===== config.mk =====
export PLATFORM = sky130hd
export DESIGN_NAME = rtc_i2c_target
export DESIGN_NICKNAME = d
export VERILOG_FILES = /design/src/rtl/rtc_i2c_pkg.sv /design/src/rtl/rtc_i2c_line_filt.sv /design/src/rtl/rtc_i2c_link.sv /design/src/rtl/rtc_i2c_regwin.sv /design/src/rtl/rtc_i2c_target.sv
export SDC_FILE = /design/constraint.sdc
export NUM_CORES = 1
export LEC_CHECK = 0
export ABC_AREA = 1
export BUFFER_PORTS_ARGS = -buffer_cell sky130_fd_sc_hd__buf_4
export CORE_MARGIN = 1.5
export CORE_UTILIZATION = 55
export CTS_BUF_LIST = sky130_fd_sc_hd__clkbuf_8
export CTS_CLUSTER_DIAMETER = 50
export DETAILED_ROUTE_END_ITERATION = 10
export MAX_ROUTING_LAYER = met4
export PLACE_DENSITY_LB_ADDON = 0.15
export SYNTH_ARGS = -nofsm -noshare
export SYNTH_HDL_FRONTEND = slang
export SYNTH_HIERARCHICAL = 1
export SYNTH_SLANG_ARGS = --single-unit

===== constraint.sdc =====
create_clock -name clk_i -period 3.71 [get_ports clk_i]
set_clock_uncertainty 0.1 [all_clocks]
set_input_delay 0.742 -clock clk_i [delete_from_list [all_inputs] [get_ports clk_i]]
set_output_delay 0.742 -clock clk_i [all_outputs]
set_load 0.02 [all_outputs]

===== src/rtl/rtc_i2c_pkg.sv =====
package rtc_i2c_pkg;
  localparam int unsigned BYTE_W = 8;
  typedef enum logic [2:0] {
    LNK_IDLE, LNK_ADDR, LNK_ACK, LNK_RX, LNK_TX, LNK_MACK
  } lnk_state_e;
endpackage


===== src/rtl/rtc_i2c_line_filt.sv =====
module rtc_i2c_line_filt #(
  parameter logic RST_VAL = 1'b1
) (
  input  logic clk_i,
  input  logic rst_ni,
  input  logic line_i,
  output logic line_o
);
  // sh[0..1]: synchronizer, sh[2]: previous synchronized sample
  logic [2:0] sh_q;

  always_ff @(posedge clk_i or negedge rst_ni) begin
    if (!rst_ni) begin
      sh_q   <= {3{RST_VAL}};
      line_o <= RST_VAL;
    end else begin
      sh_q <= {sh_q[1:0], line_i};
      if (sh_q[1] == sh_q[2]) line_o <= sh_q[1];
    end
  end
endmodule


===== src/rtl/rtc_i2c_link.sv =====
module rtc_i2c_link
  import rtc_i2c_pkg::*;
#(
  parameter logic [6:0] DEV_ADDR = 7'h68
) (
  input  logic              clk_i,
  input  logic              rst_ni,
  input  logic              pwr_fail_i,
  input  logic              scl_i,
  input  logic              sda_i,
  input  logic [BYTE_W-1:0] rd_byte_i,
  output logic              sda_low_o,
  output logic              sel_set_o,
  output logic              sel_clr_o,
  output logic              ptr_load_o,
  output logic              wr_o,
  output logic              rd_adv_o,
  output logic [BYTE_W-1:0] rx_byte_o
);
  lnk_state_e        state_q;
  logic [3:0]        cnt_q;
  logic [BYTE_W-1:0] sh_q;
  logic              rw_q, first_q, addr_ack_q, mack_q, scl_p, sda_p;
  logic              scl_rise, scl_fall, start_det, stop_det;

  assign scl_rise  = scl_i & ~scl_p;
  assign scl_fall  = ~scl_i & scl_p;
  assign start_det = scl_i & scl_p & sda_p & ~sda_i;
  assign stop_det  = scl_i & scl_p & ~sda_p & sda_i;
  assign rx_byte_o = sh_q;
  assign sda_low_o = (state_q == LNK_ACK) | ((state_q == LNK_TX) & ~sh_q[BYTE_W-1]);

  always_ff @(posedge clk_i or negedge rst_ni) begin
    if (!rst_ni) begin
      state_q <= LNK_IDLE; cnt_q <= '0; sh_q <= '0;
      rw_q <= 1'b0; first_q <= 1'b0; addr_ack_q <= 1'b0; mack_q <= 1'b0;
      scl_p <= 1'b1; sda_p <= 1'b1;
      sel_set_o <= 1'b0; sel_clr_o <= 1'b0; ptr_load_o <= 1'b0;
      wr_o <= 1'b0; rd_adv_o <= 1'b0;
    end else begin
      scl_p <= scl_i; sda_p <= sda_i;
      sel_set_o <= 1'b0; sel_clr_o <= 1'b0; ptr_load_o <= 1'b0;
      wr_o <= 1'b0; rd_adv_o <= 1'b0;
      if (pwr_fail_i) begin
        state_q <= LNK_IDLE;
      end else if (start_det) begin
        state_q <= LNK_ADDR;
        cnt_q   <= '0;
      end else if (stop_det) begin
        state_q   <= LNK_IDLE;
        sel_clr_o <= 1'b1;
      end else begin
        case (state_q)
          LNK_ADDR, LNK_RX: begin
            if (scl_rise) begin
              sh_q  <= {sh_q[BYTE_W-2:0], sda_i};
              cnt_q <= cnt_q + 4'd1;
            end else if (scl_fall && cnt_q == 4'd8) begin
              if (state_q == LNK_RX) begin
                state_q    <= LNK_ACK;
                addr_ack_q <= 1'b0;
              end else if (sh_q[7:1] == DEV_ADDR) begin
                state_q    <= LNK_ACK;
                addr_ack_q <= 1'b1;
                rw_q       <= sh_q[0];
                first_q    <= ~sh_q[0];
                sel_set_o  <= 1'b1;
              end else begin
                state_q   <= LNK_IDLE;
                sel_clr_o <= 1'b1;
              end
            end
          end
          LNK_ACK: begin
            if (scl_rise && !addr_ack_q) begin
              if (first_q) ptr_load_o <= 1'b1;
              else         wr_o       <= 1'b1;
              first_q <= 1'b0;
            end else if (scl_fall) begin
              cnt_q <= '0;
              if (rw_q) begin
                state_q <= LNK_TX;
                sh_q    <= rd_byte_i;
              end else begin
                state_q <= LNK_RX;
              end
            end
          end
          LNK_TX: begin
            if (scl_fall) begin
              if (cnt_q == 4'd7) begin
                state_q <= LNK_MACK;
                mack_q  <= 1'b0;
              end else begin
                sh_q  <= {sh_q[BYTE_W-2:0], 1'b0};
                cnt_q <= cnt_q + 4'd1;
              end
            end
          end
          LNK_MACK: begin
            if (scl_rise) begin
              if (!sda_i) begin
                rd_adv_o <= 1'b1;
                mack_q   <= 1'b1;
              end else begin
                state_q <= LNK_IDLE;
              end
            end else if (scl_fall && mack_q) begin
              state_q <= LNK_TX;
              sh_q    <= rd_byte_i;
              cnt_q   <= '0;
            end
          end
          default: ;
        endcase
      end
    end
  end
endmodule


===== src/rtl/rtc_i2c_regwin.sv =====
module rtc_i2c_regwin
  import rtc_i2c_pkg::*;
#(
  parameter int unsigned NUM_REGS  = 20,
  parameter int unsigned TIME_REGS = 8,
  parameter int unsigned RSV_FIRST = 16,
  parameter int unsigned RSV_LAST  = 18,
  localparam int unsigned AW       = $clog2(NUM_REGS),
  localparam int unsigned TW       = $clog2(TIME_REGS)
) (
  input  logic                        clk_i,
  input  logic                        rst_ni,
  input  logic                        pwr_fail_i,
  input  logic                        sel_set_i,
  input  logic                        sel_clr_i,
  input  logic                        ptr_load_i,
  input  logic                        wr_i,
  input  logic                        rd_adv_i,
  input  logic [BYTE_W-1:0]           rx_byte_i,
  output logic [BYTE_W-1:0]           rd_byte_o,
  output logic                        we_o,
  output logic [AW-1:0]               waddr_o,
  output logic [BYTE_W-1:0]           wdata_o,
  output logic                        div_rst_o,
  output logic [AW-1:0]               raddr_o,
  input  logic [BYTE_W-1:0]           rdata_i,
  input  logic                        upd_req_i,
  input  logic [TIME_REGS*BYTE_W-1:0] time_i,
  output logic                        upd_ack_o
);
  localparam logic [AW-1:0]     LAST_P = AW'(NUM_REGS - 1);
  localparam logic [AW-1:0]     TLIM   = AW'(TIME_REGS);
  localparam logic [AW-1:0]     RLO    = AW'(RSV_FIRST);
  localparam logic [AW-1:0]     RHI    = AW'(RSV_LAST);
  localparam logic [BYTE_W-1:0] NREG8  = BYTE_W'(NUM_REGS);

  logic [AW-1:0]     ptr_q, ptr_nxt;
  logic              sel_q, in_time, in_rsv, freeze, take;
  logic [BYTE_W-1:0] wval;
  logic [BYTE_W-1:0] snap_q [TIME_REGS];

  assign in_time = ptr_q < TLIM;
  assign in_rsv  = (ptr_q >= RLO) && (ptr_q <= RHI);
  assign ptr_nxt = (ptr_q == LAST_P) ? '0 : ptr_q + AW'(1);
  assign freeze  = sel_q & in_time;
  assign take    = upd_req_i & ~freeze;
  assign wval    = (ptr_q == '0) ? '0 : rx_byte_i;
  assign raddr_o = ptr_q;

  always_comb begin
    if (in_time)     rd_byte_o = snap_q[ptr_q[TW-1:0]];
    else if (in_rsv) rd_byte_o = '0;
    else             rd_byte_o = rdata_i;
  end

  always_ff @(posedge clk_i or negedge rst_ni) begin
    if (!rst_ni) begin
      ptr_q <= '0; sel_q <= 1'b0; we_o <= 1'b0; waddr_o <= '0;
      wdata_o <= '0; div_rst_o <= 1'b0; upd_ack_o <= 1'b0;
      for (int k = 0; k < TIME_REGS; k++) snap_q[k] <= '0;
    end else begin
      we_o <= 1'b0; div_rst_o <= 1'b0; upd_ack_o <= take;
      if (take)
        for (int k = 0; k < TIME_REGS; k++) snap_q[k] <= time_i[k*BYTE_W +: BYTE_W];
      if (pwr_fail_i) begin
        ptr_q <= '0;
        sel_q <= 1'b0;
      end else begin
        if (sel_set_i)      sel_q <= 1'b1;
        else if (sel_clr_i) sel_q <= 1'b0;
        if (ptr_load_i) begin
          ptr_q <= (rx_byte_i < NREG8) ? rx_byte_i[AW-1:0] : '0;
        end else if (wr_i) begin
          ptr_q <= ptr_nxt;
          if (!in_rsv) begin
            we_o    <= 1'b1;
            waddr_o <= ptr_q;
            wdata_o <= wval;
          end
          if (in_time) begin
            div_rst_o                <= 1'b1;
            snap_q[ptr_q[TW-1:0]] <= wval;
          end
        end else if (rd_adv_i) begin
          ptr_q <= ptr_nxt;
        end
      end
    end
  end
endmodule


===== src/rtl/rtc_i2c_target.sv =====
module rtc_i2c_target
  import rtc_i2c_pkg::*;
#(
  parameter logic [6:0]  DEV_ADDR  = 7'h68,
  parameter int unsigned NUM_REGS  = 20,
  parameter int unsigned TIME_REGS = 8,
  parameter int unsigned RSV_FIRST = 16,
  parameter int unsigned RSV_LAST  = 18,
  localparam int unsigned AW       = $clog2(NUM_REGS),
  localparam int unsigned TBITS    = TIME_REGS * BYTE_W
) (
  input  logic              clk_i,
  input  logic              rst_ni,
  input  logic              scl_i,
  input  logic              sda_i,
  output logic              sda_drive_low_o,
  input  logic              pwr_fail_i,
  output logic              reg_we_o,
  output logic [AW-1:0]     reg_waddr_o,
  output logic [BYTE_W-1:0] reg_wdata_o,
  output logic              div_rst_o,
  output logic [AW-1:0]     reg_raddr_o,
  input  logic [BYTE_W-1:0] reg_rdata_i,
  input  logic              upd_req_i,
  input  logic [TBITS-1:0]  time_i,
  output logic              upd_ack_o
);
  logic [1:0]        raw_lines, filt_lines;
  logic              sel_set, sel_clr, ptr_load, wr_evt, rd_adv;
  logic [BYTE_W-1:0] rx_byte, rd_byte;

  assign raw_lines = {scl_i, sda_i};

  for (genvar g = 0; g < 2; g++) begin : g_line
    rtc_i2c_line_filt #(.RST_VAL(1'b1)) u_filt (
      .clk_i  (clk_i),
      .rst_ni (rst_ni),
      .line_i (raw_lines[g]),
      .line_o (filt_lines[g])
    );
  end

  rtc_i2c_link #(.DEV_ADDR(DEV_ADDR)) u_link (
    .clk_i      (clk_i),
    .rst_ni     (rst_ni),
    .pwr_fail_i (pwr_fail_i),
    .scl_i      (filt_lines[1]),
    .sda_i      (filt_lines[0]),
    .rd_byte_i  (rd_byte),
    .sda_low_o  (sda_drive_low_o),
    .sel_set_o  (sel_set),
    .sel_clr_o  (sel_clr),
    .ptr_load_o (ptr_load),
    .wr_o       (wr_evt),
    .rd_adv_o   (rd_adv),
    .rx_byte_o  (rx_byte)
  );

  rtc_i2c_regwin #(
    .NUM_REGS (NUM_REGS), .TIME_REGS(TIME_REGS),
    .RSV_FIRST(RSV_FIRST), .RSV_LAST(RSV_LAST)
  ) u_win (
    .clk_i      (clk_i),
    .rst_ni     (rst_ni),
    .pwr_fail_i (pwr_fail_i),
    .sel_set_i  (sel_set),
    .sel_clr_i  (sel_clr),
    .ptr_load_i (ptr_load),
    .wr_i       (wr_evt),
    .rd_adv_i   (rd_adv),
    .rx_byte_i  (rx_byte),
    .rd_byte_o  (rd_byte),
    .we_o       (reg_we_o),
    .waddr_o    (reg_waddr_o),
    .wdata_o    (reg_wdata_o),
    .div_rst_o  (div_rst_o),
    .raddr_o    (reg_raddr_o),
    .rdata_i    (reg_rdata_i),
    .upd_req_i  (upd_req_i),
    .time_i     (time_i),
    .upd_ack_o  (upd_ack_o)
  );
endmodule


==> qor.yml, run 1 <==
placed_design:
  pre_cts_ws_ns: 1.29
  routabilityCongestion: 0.989
  port_buffers: 99
  place_hpwl_mm: 15.2
  dp_cells: 1285
global_route:
  grt_util_all_layers: 0.325
  grt_pass1_wl_mm: 34.0
  grt_pass1_vias: 6524
  antenna_found_initial: 0
  grt_max_degree: 99
  grt_overflow: 0
yosys:
  seq_area_frac_synth: 0.418
  ys_types: 34
  ys.flop_type: "dfrtp_1"
  synth_xor_area_frac: 0.00121
  synth-simple-area-share: 0.401
  syn-num-nets: 1127
  synthAdderAreaFrac: 0.00694
  postSynth.asyncResetShare: 1.00
  netlist_area_mm2: 0.00721
  syn_inst: 1045
  synthMuxAreaShare: 0
  avgSynthCellArea_um2: 6.90
  ys_ff_latch: 120
  synth_compound_area_frac: 0.0831
  synth_top_family_by_area: "simple AND/OR/NAND/NOR gates"
  synth_edf_count: 0
  synth_warnings: 6
final_layout:
  fin_nets: 1214
  fin_cells: 1318
  nFillCells: 1200
  multi_input_area_mm2: 0.00355
  register_area_mm2: 0.00302
  area_delta_synth_final_pct: 16.5
  final_util: 0.661
  drive_gt1_frac: 0.188
timing:
  period_share: 0.740
  fmax_mhz: 364
  relSlewSlack: 0.207
  slew_violations: 0
  rsz0062_at_grt: "no"
  setup_viol: 0
  min_period_ns: 2.75
  setup_slack_ns: 0.964
  final_hold_viol_count: 0
  finalSetupTns_ns: 0
  worst_pin_slew_ns: 1.18
critical_path:
  slowest_stage: "dfrtp_1"
  crit_path_end: "sda_drive_low_o"
  crit_type: "reg -> out"
  worstRegToRegCells: 7
  r2r-start: "u_win/raddr_o[0]"
  worstPathRequired_ns: 2.87
  crit_fanout: 9
  regToRegSetupSlack_ns: 1.30
  crit_chain: "inv_2 -> nand2_2 -> nor2_2 -> inv_1 -> o21ai_0 -> buf_4"
  crit_family: "flip-flops"
  critPathLaunch: "u_link/state_q[1]"
  rr_endpoint: "u_win/wdata_o[0]"
  slowest_delay_ns: 0.52
  cp.arrival_ns: 1.90
  path_depth: 6
  critPathBufInv: 3
  start_kind: "flop"
  endpoint_kind: "primary output"
detailed_routing:
  drc: 0
  drtAntennaViolNets: 0
  vias: 7237
  drt_iter0_markers: 946
  via_per_inst: 5.49
  avgRoutedWirePerCell_um: 16.3
  wl_mm: 21.5
  drtPass1Iterations: 6
clock_tree:
  cts_buffers: 17
  cts_resized: 0
  cts_root_buffer: "clkbuf_8"
  clock_latency_ns: 0.44
  cts_max_level: 4
  cts_setup_buffers: 0
  holdBufCountCts: 0
  clock_path_buffers: 2
  clk_pin_slew_ns: 0.07
  cts_sinks: 120
  tritoncts: "built"
die:
  placementRows: 41
  boundaryPins: 100
  die_w_um: 118
  dieArea_mm2: 0.0138
  start_util: 0.567
  dieHeight_um: 118
  core-area_mm2: 0.0127
pwr:
  power_mw: 3.31
  irDropWorstVdd_mv: 0.386
  p_leak_nw: 4.45
  power_density_mw_per_mm2: 394
outcome:
  outcome: "finished, final reports clean"
flow_run:
  maxCapViolCount: 0
hold_path:
  hp-class: "reg -> reg"
  hold_start: "g_line[0].u_filt/sh_q[0]"
-- placed cells by master (no fill, tap or decap), drive strengths merged, types with 3 or more instances in the layout --
cell | synthesis | final
o211ai | 5 | 5
clkbuf | 5 | 20
nand2 | 432 | 432
nand3 | 87 | 87
nor2 | 108 | 108
nand4 | 19 | 19
clkinvlp | 0 | 4
buf | 30 | 103
bufinv | 0 | 3
a21oi | 19 | 19
ha | 4 | 4
dfrtp | 110 | 110
dfstp | 10 | 10
nor3 | 10 | 10
clkinv | 0 | 5
inv | 113 | 113
o21ai | 86 | 86
-- worst min path at each step --
| stage | cells past startpoint | endpoint |
|---|---|---|
| after floorplan | 0 | g_line[0].u_filt/sh_q[1] |
| after global placement | 0 | g_line[0].u_filt/sh_q[1] |
| after detailed placement | 0 | g_line[1].u_filt/sh_q[1] |
| after CTS | 1 | u_link/rx_byte_o[5] |
| after global routing | 0 | g_line[0].u_filt/sh_q[1] |
| final | 0 | g_line[0].u_filt/sh_q[1] |
-- cells in the mapped netlist (8+ instances only) --
cell type,instances,area [um^2]
dfrtp_1,110,2750
o21ai_0,57,285
dfstp_2,10,263
nor2_2,15,93.8
nand4_1,19,119
inv_2,14,52.6
a21oi_1,19,95.1
buf_2,17,85.1
inv_1,98,368
nand2_1,414,1550
nand2_2,14,87.6
buf_6,8,90.1
nor2_1,87,327
o21ai_1,29,145
nand3_1,82,410
-- state kept, by name, summed over array words and instances, names as in the netlist, 3 cells and up --
register            count
g_line.u_filt/sh_q      6
u_link/cnt_q            4
u_link/rx_byte_o        8
u_link/state_q          3
u_win/raddr_o           5
u_win/snap_q           64
u_win/waddr_o           5
u_win/wdata_o           8
-- logic make-up (layout without fill, tap and decap cells) --
family,count (synthesis),count (layout)
buffers and inverters,148,248
DFF,120,120
AOI/OAI and AO/OA,111,111
other,0,1
xor gates and xnor gates,1,1
and+or+nand+nor,661,661
adders and majority gates,4,4
-- per-layer routing --
metal,track usage,wire length (um),vias to the layer above
met1,0.456,9450,3314
met2,0.453,9250,422
li1,-,-,3461
met5,-,0,-
met3,0.0891,2360,40
met4,0.119,482,0
-- power by group --
part	total (mW)	internal (mW)	switching, mW
Sequential	1.48	1.41	0.0681
Clock	1.26	0.713	0.542
Combinational	0.584	0.206	0.378
Total	3.31	2.33	0.989
-- area by class of cell --
cell class                      count  share of cell area
Timing Repair Buffer              103              0.0920
Multi-Input combinational cell    777               0.422
Inverter                          113              0.0508
Sequential cell                   120               0.359
Clock buffer                       20              0.0327
Clock inverter                     12              0.0177
Antenna cell                        1            0.000298
Tap cell                          172              0.0256
-- stage by stage --
stage	hold WS [ns]	area [um^2]
2_1_floorplan	0.245	7210
6_report	0.262	8410
4_1_cts	0.262	8400
3_3_place_gp	0.245	7980
5_1_grt	0.265	8400
3_5_place_dp	0.253	7980
-- worst register-to-register path, cell delays in order, from the launching register on --
cell	delay, ns
dfrtp_1	0.36
buf_4	0.36
nand2_1	0.13
nand3_2	0.20
nand3_1	0.66
inv_2	0.38
nand2_1	0.08
nand2_1	0.09
No activity file was read; power rests on OpenSTA's default activity.
==> inputs of run 2 (changes only) <==
clock period = 2.7 ns   (was 3.71 ns; I/O delays follow)
==> qor.yml, run 2 (synthesis gave the netlist of run 1 again) <==
global_route:
  grt_pass1_wl_mm: 33.6  # was 34.0 mm
  antenna_found_initial: 0  # unchanged
  grt_overflow: 0  # unchanged
  grt_util_all_layers: 0.322  # was 0.325
  grt_pass1_vias: 6522  # was 6,524
  grt_max_degree: 60  # was 99
critical_path:
  slowest_delay_ns: 0.50  # was 0.52 ns
  r2r-start: "u_win/raddr_o[2]"  # was u_win/raddr_o[0]
  worstPathRequired_ns: 2.06  # was 2.87 ns
  cp.arrival_ns: 1.86  # was 1.90 ns
  start_kind: "flop"  # unchanged
  regToRegSetupSlack_ns: 0.53  # was 1.30 ns
  critPathBufInv: 3  # unchanged
  crit_type: "reg -> out"  # unchanged
  endpoint_kind: "primary output"  # unchanged
  path_depth: 6  # unchanged
  worstRegToRegCells: 10  # was 7
  rr_endpoint: "u_link/rx_byte_o[4]"  # was u_win/wdata_o[0]
  slowest_stage: "dfrtp_1"  # unchanged
  crit_fanout: 9  # unchanged
  crit_path_end: "sda_drive_low_o"  # unchanged
  crit_chain: "inv_2 -> nand2_2 -> nor2_2 -> inv_1 -> o21ai_0 -> buf_4"  # unchanged
  critPathLaunch: "u_link/state_q[1]"  # unchanged
  crit_family: "flip-flops"  # unchanged
timing:
  finalSetupTns_ns: 0  # unchanged
  relSlewSlack: 0.503  # was 0.207
  slew_violations: 0  # unchanged
  rsz0062_at_grt: "no"  # unchanged
  worst_pin_slew_ns: 0.745  # was 1.18 ns
  fmax_mhz: 400
  period_share: 0.926
  hold_ws_ns: 0.0934  # was 0.262 ns
  min_period_ns: 2.50
  final_hold_viol_count: 0  # unchanged
  setup_viol: 0  # unchanged
detailed_routing:
  drtPass1Iterations: 5  # was 6
  wl_mm: 20.8  # was 21.5 mm
  drt_iter0_markers: 823  # was 946
  avgRoutedWirePerCell_um: 15.7  # was 16.3 um
  via_per_inst: 5.33  # was 5.49
  drc: 0  # unchanged
  vias: 7066  # was 7,237
  drtAntennaViolNets: 0  # unchanged
clock_tree:
  clock_latency_ns: 0.45  # was 0.44 ns
  clk_pin_slew_ns: 0.07  # about the same
  cts_sinks: 120  # unchanged
  tritoncts: "built"  # unchanged
  clock_path_buffers: 2  # unchanged
  cts_buffers: 17  # unchanged
  cts_root_buffer: "clkbuf_8"  # unchanged
  cts_resized: 0  # unchanged
  cts_setup_buffers: 0  # unchanged
  cts_max_level: 4  # unchanged
final_layout:
  final_cell_mix: "414 x nand2_1, 110 x dfrtp_1, 107 x buf_4"  # was 414 x nand2_1, 110 x dfrtp_1, 103 x buf_4
  area_delta_synth_final_pct: 17.7  # was 16.5%
  top_register: "u_win/snap_q"  # unchanged
  largest_reg_flops: 64  # unchanged
  fin_nets: 1222  # was 1,214
  final_common_cell: "nand2_1"  # unchanged
  drive_gt1_frac: 0.193  # was 0.188
  antenna_cells: 0  # was 1
hold_path:
  min_path_cells: 1  # was 0
  hp-class: "in -> reg"  # was reg -> reg
die:
  die_w_um: 118  # unchanged
  core-area_mm2: 0.0127  # unchanged
  placementRows: 41  # unchanged
  start_util: 0.567  # unchanged
  dieHeight_um: 118  # unchanged
  dieArea_mm2: 0.0138  # unchanged
  boundaryPins: 100  # unchanged
placed_design:
  port_buffers: 99  # unchanged
  routabilityCongestion: 0.968  # was 0.989
  place_hpwl_mm: 14.9  # was 15.2 mm
pwr:
  seqPwrFrac: 0.449  # was 0.445
  irDropWorstVdd_mv: 0.332  # was 0.386 mV
  p_comb_frac: 0.180  # was 0.176
  intPower_mw: 3.14  # was 2.33 mW
  switchingPower_mw: 1.37  # was 0.989 mW
  power_density_mw_per_mm2: 532  # was 394 mW/mm^2
  clkPwrFrac: 0.372  # was 0.379
  p_leak_nw: 4.48  # was 4.45 nW
  sw_frac_of_total: 0.305  # was 0.298
flow_run:
  maxCapViolCount: 0  # unchanged
outcome:
  outcome: "finished, final reports clean"  # unchanged
run 2: changes by cell type in the layout (fill, tap and decap cells not counted), sizes merged:
cell / change
dlygate4sd3: +1
clkinvlp: +3
inv: +1
clkbuf: -3
buf: +7
diode: -1
clkinv: -1
run 2: power groups by stage:
stage / registers [mW] / clock network, mW / logic (mW)
2_1_floorplan: 2.03 / 0 / 0.503
3_3_place_gp: 2.05 / 0 / 0.787
3_5_place_dp: 2.05 / 0 / 0.796
4_1_cts: 2.02 / 1.71 / 0.800
5_1_grt: 2.04 / 1.78 / 0.907
6_report: 2.02 / 1.68 / 0.812
run 2: repair_timing:
action                     in CTS  in global routing
hold endpoints to repair       32                  0
setup endpoints to repair       0                  0
hold buffers                    1                  0
run 2: how the worst min path moves through the flow:
| stage | from | slack, ns | end |
|---|---|---|---|
| 2_1_floorplan | rst_ni | 0.14 | u_link/addr_ack_q |
| 3_3_place_gp | g_line[0].u_filt/sh_q[0] | 0.25 | g_line[0].u_filt/sh_q[1] |
| 3_5_place_dp | g_line[1].u_filt/sh_q[0] | 0.25 | g_line[1].u_filt/sh_q[1] |
| 4_1_cts | scl_i | 0.07 | g_line[1].u_filt/sh_q[0] |
| 5_1_grt | sda_i | 0.06 | g_line[0].u_filt/sh_q[0] |
| 6_report | scl_i | 0.09 | g_line[1].u_filt/sh_q[0] |
run 2: stage by stage:
stage          total power, mW  cells  instance area [um^2]  setup WS [ns]  utilization
2_1_floorplan             2.53   1045                  7210          0.636            -
3_3_place_gp              2.84   1292                  8070          0.619        0.634
3_5_place_dp              2.85   1292                  8070          0.620        0.634
4_1_cts                   4.53   1325                  8490          0.186        0.667
5_1_grt                   4.73   1325                  8490         0.0693        0.667
6_report                  4.51   1325                  8490          0.199        0.667
run 2: layout make-up:
class	instances	area [um^2]
timing repair buffer	111	873
sequential	120	3020
tap	172	215
clock buffer	17	234
fill	1182	4230
clock inverter	15	179
multi-input combinational	777	3550
inverter	113	427
run 2: layer usage:
metal  global-route usage  part of all wire  up-vias
li1                     -                 -     3464
met1                0.460              0.45     3173
met2                0.449              0.42      374
met3               0.0659             0.094       55
met4                0.131             0.032        0
met5                    -                 0        -
==> inputs of run 3 (changes only) <==
GPL_ROUTABILITY_DRIVEN = 0   (was unset)
REMOVE_ABC_BUFFERS = 1   (was unset)
==> qor.yml, run 3 (synthesis gave the netlist of run 1 again) <==
critical_path:
  crit_type: "reg -> out"  # unchanged
  endpoint_kind: "primary output"  # unchanged
  cp.arrival_ns: 1.78  # was 1.86 ns
  critPathLaunch: "u_link/state_q[1]"  # unchanged
  crit_fanout: 9  # unchanged
  worstPathRequired_ns: 2.06  # about the same
  crit_path_end: "sda_drive_low_o"  # unchanged
  r2r-start: "u_win/raddr_o[4]"  # was u_win/raddr_o[2]
  rr_endpoint: "u_win/snap_q[40]"  # was u_link/rx_byte_o[4]
  start_kind: "flop"  # unchanged
  regToRegSetupSlack_ns: 0.46  # was 0.53 ns
  worstRegToRegCells: 7  # was 10
final_layout:
  area_delta_synth_final_pct: 18.1  # was 17.7%
  stdcell_area_mm2: 0.00852  # was 0.00849 mm^2
  final_cell_mix: "414 x nand2_1, 110 x dfrtp_1, 109 x buf_4"  # was 414 x nand2_1, 110 x dfrtp_1, 107 x buf_4
  fin_cells: 1326  # was 1,325
  antenna_cells: 0  # unchanged
  fin_nets: 1224  # was 1,222
  final_common_cell: "nand2_1"  # unchanged
  top_register: "u_win/snap_q"  # unchanged
  largest_reg_flops: 64  # unchanged
  drive_gt1_frac: 0.192  # was 0.193
global_route:
  antenna_found_initial: 0  # unchanged
  grt_pass1_vias: 6651  # was 6,522
  grt_overflow: 0  # unchanged
  grt_max_degree: 43  # was 60
  grt_pass1_wl_mm: 34.1  # was 33.6 mm
  grt_util_all_layers: 0.324  # was 0.322
timing:
  worst_pin_slew_ns: 0.716  # was 0.745 ns
  min_period_ns: 2.42  # was 2.50 ns
  finalSetupTns_ns: 0  # unchanged
  rsz0062_at_grt: "no"  # unchanged
  period_share: 0.897  # was 0.926
  final_hold_viol_count: 0  # unchanged
  setup_viol: 0  # unchanged
  fmax_mhz: 413  # was 400 MHz
  relSlewSlack: 0.522  # was 0.503
  slew_violations: 0  # unchanged
detailed_routing:
  vias: 7276  # was 7,066
  drtPass1Iterations: 6  # was 5
  drtAntennaViolNets: 0  # unchanged
  drt_iter0_markers: 898  # was 823
  wl_mm: 21.2  # was 20.8 mm
  via_per_inst: 5.49  # was 5.33
  drc: 0  # unchanged
  avgRoutedWirePerCell_um: 16.0  # was 15.7 um
clock_tree:
  clock_latency_ns: 0.44  # was 0.45 ns
  clock_path_buffers: 2  # unchanged
  clk_pin_slew_ns: 0.06  # was 0.07 ns
  tritoncts: "built"  # unchanged
  cts_buffers: 17  # unchanged
  cts_sinks: 120  # unchanged
  cts_resized: 0  # unchanged
  cts_max_level: 4  # unchanged
  cts_root_buffer: "clkbuf_8"  # unchanged
die:
  dieHeight_um: 118  # unchanged
  start_util: 0.567  # unchanged
  boundaryPins: 100  # unchanged
  placementRows: 41  # unchanged
  dieArea_mm2: 0.0138  # unchanged
  core-area_mm2: 0.0127  # unchanged
  die_w_um: 118  # unchanged
pwr:
  power_density_mw_per_mm2: 536  # was 532 mW/mm^2
  p_leak_nw: 4.53  # was 4.48 nW
  irDropWorstVdd_mv: 0.305  # was 0.332 mV
hold_path:
  hp-class: "in -> reg"  # unchanged
placed_design:
  place_hpwl_mm: 15.0  # was 14.9 mm
  port_buffers: 99  # unchanged
  dp_cells: 1294  # was 1,292
  place_area_mm2: 0.00808  # was 0.00807 mm^2
flow_run:
  maxCapViolCount: 0  # unchanged
outcome:
  outcome: "finished, final reports clean"  # unchanged
run 3: cell count changes in the layout (fill, tap and decap cells not counted):
cell        change
clkbuf_8        +5
inv_6           -1
buf_4           +2
clkinv_4        -2
inv_1           +1
clkinv_2        +2
clkinvlp_4      -6
run 3: worst min path at each step:
stage | startpoint | endpoint | slack, ns | cells past startpoint
detailed placement | g_line[0].u_filt/sh_q[0] | g_line[0].u_filt/sh_q[1] | 0.25 | 0
floorplan | rst_ni | u_link/addr_ack_q | 0.14 | 0
CTS | sda_i | g_line[0].u_filt/sh_q[0] | 0.08 | 1
global route | scl_i | g_line[1].u_filt/sh_q[0] | 0.09 | 1
global placement | g_line[0].u_filt/sh_q[0] | g_line[0].u_filt/sh_q[1] | 0.25 | 0
finish | sda_i | g_line[0].u_filt/sh_q[0] | 0.11 | 1
run 3: timing repair:
| action | in CTS | in global routing |
|---|---|---|
| setup endpoints to repair | 0 | 0 |
| setup buffers | 0 | 0 |
| hold endpoints to repair | 5 | 0 |
| hold buffers | 1 | 0 |
run 3: worst max-delay path, cell delays in order, from the launching register on:
cell and delay (ns):
dfrtp_1 0.50, inv_2 0.11, nand2_2 0.12, nor2_2 0.21, inv_1 0.09, o21ai_0 0.15, buf_4 0.16
run 3: cell type report:
cell class / count / area, um^2
fill: 1151 / 4200
timing repair buffer: 113 / 888
clock inverter: 9 / 121
multi-input combinational: 777 / 3550
inverter: 113 / 427
tap: 172 / 215
sequential: 120 / 3020
clock buffer: 22 / 303
run 3: power by group:
part           switching (mW)  total, mW  internal, mW
logic                   0.521      0.817         0.297
registers              0.0939       2.03          1.93
clock network           0.697       1.72          1.02
total                    1.31       4.56          3.25
run 3: per-layer routing:
layer / GRT usage / up-vias / part of all wire
met5: - / - / 0
met4: 0.140 / 0 / 0.035
met3: 0.0673 / 76 / 0.10
met2: 0.462 / 435 / 0.43
met1: 0.449 / 3296 / 0.43
li1: - / 3469 / -
run 3: through the flow:
stage          hold slack, ns  total power, mW  setup slack (ns)  utilization
5_1_grt                0.0913             4.77             0.145        0.670
2_1_floorplan           0.144             2.51             0.358            -
6_report                0.106             4.56             0.279        0.670
4_1_cts                0.0850             4.56             0.282        0.670
3_5_place_dp            0.251             2.85             0.520        0.635
3_3_place_gp            0.245             2.84             0.519        0.635
